### src/rtl/core_irq_router.sv
module core_irq_router #(
  parameter int NCORE = 4
) (
  input  logic               clk,
  input  logic               rst_n,
  input  logic [4*NCORE-1:0] timer_in,
  input  logic [4*NCORE-1:0] mbox_in,
  input  logic               gpu_in,
  input  logic               pmu_in,
  input  logic               reg_wr,
  input  logic [7:0]         reg_addr,
  input  logic [31:0]        reg_wdata,
  output logic [31:0]        reg_rdata,
  output logic [NCORE-1:0]   irq_out,
  output logic [NCORE-1:0]   fiq_out
);

  localparam logic [7:0] A_GPU  = 8'h0C;
  localparam logic [7:0] A_PSET = 8'h10;
  localparam logic [7:0] A_PCLR = 8'h14;
  localparam logic [7:0] A_TMR  = 8'h40;
  localparam logic [7:0] A_MBX  = 8'h50;
  localparam logic [7:0] A_IPND = 8'h60;
  localparam logic [7:0] A_FPND = 8'h70;

  logic [NCORE-1:0][7:0]  tmr_ctl, mbx_ctl;
  logic [5:0]             gpu_rt;
  logic [NCORE-1:0]       pmu_en;
  logic [NCORE-1:0][31:0] irq_w, fiq_w;
  logic [NCORE-1:0]       gpu_i, gpu_f;

  always_ff @(posedge clk or negedge rst_n) begin
    if (!rst_n) begin
      tmr_ctl <= '0;
      mbx_ctl <= '0;
      gpu_rt  <= '0;
      pmu_en  <= '0;
    end else if (reg_wr) begin
      if (reg_addr == A_GPU)  gpu_rt <= reg_wdata[5:0];
      if (reg_addr == A_PSET) pmu_en <= pmu_en | reg_wdata[NCORE-1:0];
      if (reg_addr == A_PCLR) pmu_en <= pmu_en & ~reg_wdata[NCORE-1:0];
      for (int c = 0; c < NCORE; c++) begin
        if (reg_addr == A_TMR + 8'(4*c)) tmr_ctl[c] <= reg_wdata[7:0];
        if (reg_addr == A_MBX + 8'(4*c)) mbx_ctl[c] <= reg_wdata[7:0];
      end
    end
  end

  for (genvar c = 0; c < NCORE; c++) begin : g_core
    wire [3:0] tm = timer_in[4*c +: 4];
    wire [3:0] mb = mbox_in[4*c +: 4];

    assign gpu_f[c] = gpu_in & gpu_rt[5] & (gpu_rt[3:2] == 2'(c));
    assign gpu_i[c] = gpu_in & ~gpu_rt[5] & gpu_rt[4] & (gpu_rt[1:0] == 2'(c));

    assign fiq_w[c] = {22'b0, 1'b0, gpu_f[c],
                       mb & mbx_ctl[c][7:4], tm & tmr_ctl[c][7:4]};
    assign irq_w[c] = {22'b0, pmu_in & pmu_en[c], gpu_i[c],
                       mb & mbx_ctl[c][3:0] & ~mbx_ctl[c][7:4],
                       tm & tmr_ctl[c][3:0] & ~tmr_ctl[c][7:4]};

    assign irq_out[c] = |irq_w[c];
    assign fiq_out[c] = |fiq_w[c];

    assert_excl_R7: assert property (@(posedge clk) disable iff (!rst_n)
      (irq_w[c] & fiq_w[c]) == 32'b0);
    assert_pmu_nofiq_R6: assert property (@(posedge clk) disable iff (!rst_n)
      !fiq_w[c][9]);
  end

  always_comb begin
    reg_rdata = '0;
    if (reg_addr == A_GPU)  reg_rdata[5:0] = gpu_rt;
    if (reg_addr == A_PSET) reg_rdata[NCORE-1:0] = pmu_en;
    for (int c = 0; c < NCORE; c++) begin
      if (reg_addr == A_TMR  + 8'(4*c)) reg_rdata[7:0] = tmr_ctl[c];
      if (reg_addr == A_MBX  + 8'(4*c)) reg_rdata[7:0] = mbx_ctl[c];
      if (reg_addr == A_IPND + 8'(4*c)) reg_rdata = irq_w[c];
      if (reg_addr == A_FPND + 8'(4*c)) reg_rdata = fiq_w[c];
    end
  end

  assert_reset_R1: assert property (@(posedge clk)
    !rst_n |=> (tmr_ctl == '0 && mbx_ctl == '0 && gpu_rt == '0 && pmu_en == '0));

  assert_gpu_single_R5: assert property (@(posedge clk) disable iff (!rst_n)
    $onehot0({gpu_i, gpu_f}));

  assert_pmu_set_R6: assert property (@(posedge clk) disable iff (!rst_n)
    reg_wr && reg_addr == A_PSET |=>
      (pmu_en & $past(reg_wdata[NCORE-1:0])) == $past(reg_wdata[NCORE-1:0]));

  assert_pmu_clr_R6: assert property (@(posedge clk) disable iff (!rst_n)
    reg_wr && reg_addr == A_PCLR |=>
      (pmu_en & $past(reg_wdata[NCORE-1:0])) == '0);

  assert_ro_R9: assert property (@(posedge clk) disable iff (!rst_n)
    reg_wr && (reg_addr[7:5] == 3'b011 || reg_addr >= 8'h80) |=>
      $stable({tmr_ctl, mbx_ctl, gpu_rt, pmu_en}));

endmodule

### config.mk
export PLATFORM = sky130hd
export DESIGN_NAME = core_irq_router
export DESIGN_NICKNAME = d
export VERILOG_FILES = /design/src/rtl/core_irq_router.sv
export SDC_FILE = /design/constraint.sdc
export NUM_CORES = 1
export LEC_CHECK = 0
export BUFFER_PORTS_ARGS = -buffer_cell sky130_fd_sc_hd__buf_2
export CORE_MARGIN = 10
export CORE_UTILIZATION = 35
export CTS_CLUSTER_DIAMETER = 40
export DETAILED_ROUTE_END_ITERATION = 16
export PLACE_DENSITY = 0.64
export SETUP_SLACK_MARGIN = 0.1
export SYNTH_ARGS = -nofsm -noshare
export SYNTH_HDL_FRONTEND = slang
export SYNTH_SLANG_ARGS = --single-unit
### constraint.sdc
create_clock -name clk -period 2.2 [get_ports clk]
set_clock_uncertainty 0.15 [all_clocks]
set_input_delay 0.22 -clock clk [delete_from_list [all_inputs] [get_ports clk]]
set_output_delay 0.22 -clock clk [all_outputs]
set_load 0.05 [all_outputs]
==> flow_summary.toml <==
[floorplanning]
die_x_um = 144.8
die-area_sq_um = 20960
start_util_pct = 35.84
num_rows = 45
coreArea_sq_um = 15200
fp.dieH_um = 144.8
ios = 117

[sta]
period_needed_ps = 2433
period_share_pct = 110.6
rsz0062_at_grt = "yes"
whs_ps = 121.1
setup_violations = 11
hold_viol = 0
drv_slew = 0
fmax_ghz = 0.4111
layout_setup_ws_ps = -232.8

[finish]
nets = 894
area_growth_pct = 49.37
mostFrequentLayoutCell = "buf_4"
regArea_sq_um = 1856
final_cell_mix = "132 x buf_4, 71 x dfrtp_1, 70 x mux2_2, 64 x nand2_1, 45 x buf_2"
fin_area_sq_um = 8139
nFillCells = 1434
diodes = 0
drive_above_1_share_pct = 48.60
multi_input_area_sq_um = 3851

[cts]
cts_root_buf = "clkbuf_16"
cts_sinks = 74
clkTransAtPathRegs_ps = 60
insertion_delay_ps = 350
numCtsBuffers = 9
cts_max_path_buffers = 2
tritoncts = "done"
htree_levels = 3

[setup_path]
worstSetupStartpoint = "tmr_ctl[16]"
r2r_end = "gpu_rt[2]"
crit_chain = "nor2b_1 -> mux2_4 -> a41oi_4 -> o2bb2ai_2 -> a311oi_2 -> nor2_4 -> buf_8"
cp-endpoint = "reg_rdata[0]"
crit_required_ps = 1830
crit_slowest_cell = "dfrtp_1"
path_class = "reg2out"
r2r_cells = 2
critPathMaxFanout = 2
reg2reg_setup_slack_ps = 1080
slowest_delay_ps = 380
timing.critical_path.arrival_ps = 2060
end_kind = "output pin"
worstSetupStartpointType = "register"
rr_startpoint = "gpu_rt[2]"

[outcome]
violations = "negative setup slack"
status = "finished, violations left"

[global_routing]
grt_pass1_wl_mm = 35.92
grt_start_max_net_pins = 47
antenna_found_initial = 0
track_usage_pct = 23.10
first_global_vias = 5916
grt-ovfl-total = 0

[synth]
yosys.area.top_type = "dfrtp_1"
syn_avg_cell_area_sq_um = 8.746
synth_area_sq_um = 5449
synth_flop_cell = "dfrtp_1"
yosysSeqAreaShare_pct = 33.98
synth_edf_count = 0
async_flop_share_pct = 100.0
ys_seq_elements = 74
yosys_warnings = 0
yosys-top-cells-area = "dfrtp_1 34%, mux2_2 15%, nand2_1 4.7%"
synth_cell_types = 68
yosys.area.top_type_share_pct = 33.98
synth_cells = 623

[power]
pwr-share-comb_pct = 26.7
power.share.clock_pct = 35.5
swShare_pct = 32.75
powerDensity_nw_per_um2 = 485.3
leakagePower_nw = 3.650
p_int_mw = 2.656
ir_drop_uv = 387.9
switchingPower_mw = 1.294
seqPwrFrac_pct = 37.8

[drt]
ant_nets = 0
drc = 0
wirelength_mm = 24.31
firstDrtPassIters = 5
via_count = 5906
drt-initial-drc-count = 561
via_per_inst = 5.853
wl_per_cell_um = 24.09

[worst_hold_path]
min_path_type = "in2reg"

[place]
dp_hpwl_mm = 18.53
port_buffers = 70
gp_congestion = 0.9835
dpl_cell_area_sq_um = 7068

[job]
maxCapViolCount = 0
## power by group through the flow
stage,registers (mW),clock network (mW),logic [mW]
2_1_floorplan,1.50,0,0.527
3_3_place_gp,1.51,0,0.890
3_5_place_dp,1.51,0,0.896
4_1_cts,1.49,1.43,1.01
5_1_grt,1.50,1.47,1.11
6_report,1.49,1.40,1.05
## worst max-delay path, delay by kind of cell (launching register included)
kind / cells / cell delay (ps)
compound gates: 3 / 660
buf+inv: 1 / 160
flops: 1 / 380
mux: 1 / 300
simple gates: 2 / 220
## metrics by stage
| step | cells | TNS [ps] | setup WS [ps] | power [mW] | util, % |
|---|---|---|---|---|---|
| 6_report | 1009 | -1457 | -232.8 | 3.950 | 53.54 |
| 5_1_grt | 1009 | -2124 | -299.4 | 4.082 | 53.54 |
| 4_1_cts | 1002 | -1241 | -244.5 | 3.924 | 52.35 |
| 3_5_place_dp | 979 | -4340 | -423.4 | 2.410 | 46.49 |
| 3_3_place_gp | 979 | -4066 | -384.7 | 2.402 | 46.49 |
| 2_1_floorplan | 644 | -268.2 | -141.1 | 2.024 | - |
## synthesized netlist by cell type, types with 9 or more instances
cell	instances
a21oi_1	41
a22oi_1	16
buf_2	20
buf_4	26
clkbuf_1	12
dfrtp_1	74
inv_1	21
mux2_2	71
nand2_1	68
nand2b_1	9
nand3_1	17
nand3b_1	16
nand4_1	10
nor2_1	36
nor2b_1	9
nor3_1	10
o21ai_0	42
o22ai_1	10
## how the worst min path moves through the flow
stage,from,end,slack [ps],cells past startpoint
4_1_cts,reg_addr[2],register,100,3
6_report,reg_addr[2],register,120,3
3_5_place_dp,rst_n,mbx_ctl[6],30,1
2_1_floorplan,rst_n,async pin,-230,0
5_1_grt,reg_addr[2],register,140,3
3_3_place_gp,rst_n,mbx_ctl[6],20,1
## kinds of logic (layout without fill, tap and decap cells)
group,Yosys count,count (layout),synth area share [%]
AND/OR/NAND/NOR,217,217,21.56
multiplexers,73,73,15.04
flip-flops,74,74,33.98
other,1,22,0.06882
XOR/XNOR,1,1,0.1608
buffers and inverters,80,257,7.899
AO/OA/AOI/OAI,177,177,21.29
## flip-flops by register name (all words and copies together), names as in the netlist, named ones only
name,cells
mbx_ctl,32
tmr_ctl,32
gpu_rt,6
## area by class of cell
cell class,instances,share of cell area [%]
clock inverter,2,0.1537
timing repair buffer,221,22.67
inverter,21,0.9685
multi-input combinational,490,47.32
sequential,74,22.80
tap,188,2.890
clock buffer,13,3.198
## timing repair
item | CTS | global route
pin swaps | 35 | 22
setup buffers | 7 | 7
endpoints found under the hold margin | 28 | 0
resized for setup | 136 | 32
hold buffers | 1 | 0
endpoints found under the setup margin | 14 | 16
gates cloned | 1 | 0
## per-layer routing
metal | vias to the layer above | track usage, % | share of wire, %
met5 | - | 0 | 0
met4 | 0 | 10.00 | 3.5
met3 | 49 | 5.150 | 8.1
met2 | 264 | 35.70 | 46
met1 | 2933 | 30.28 | 43
li1 | 2660 | - | -
(Power assumes the default switching activity.)
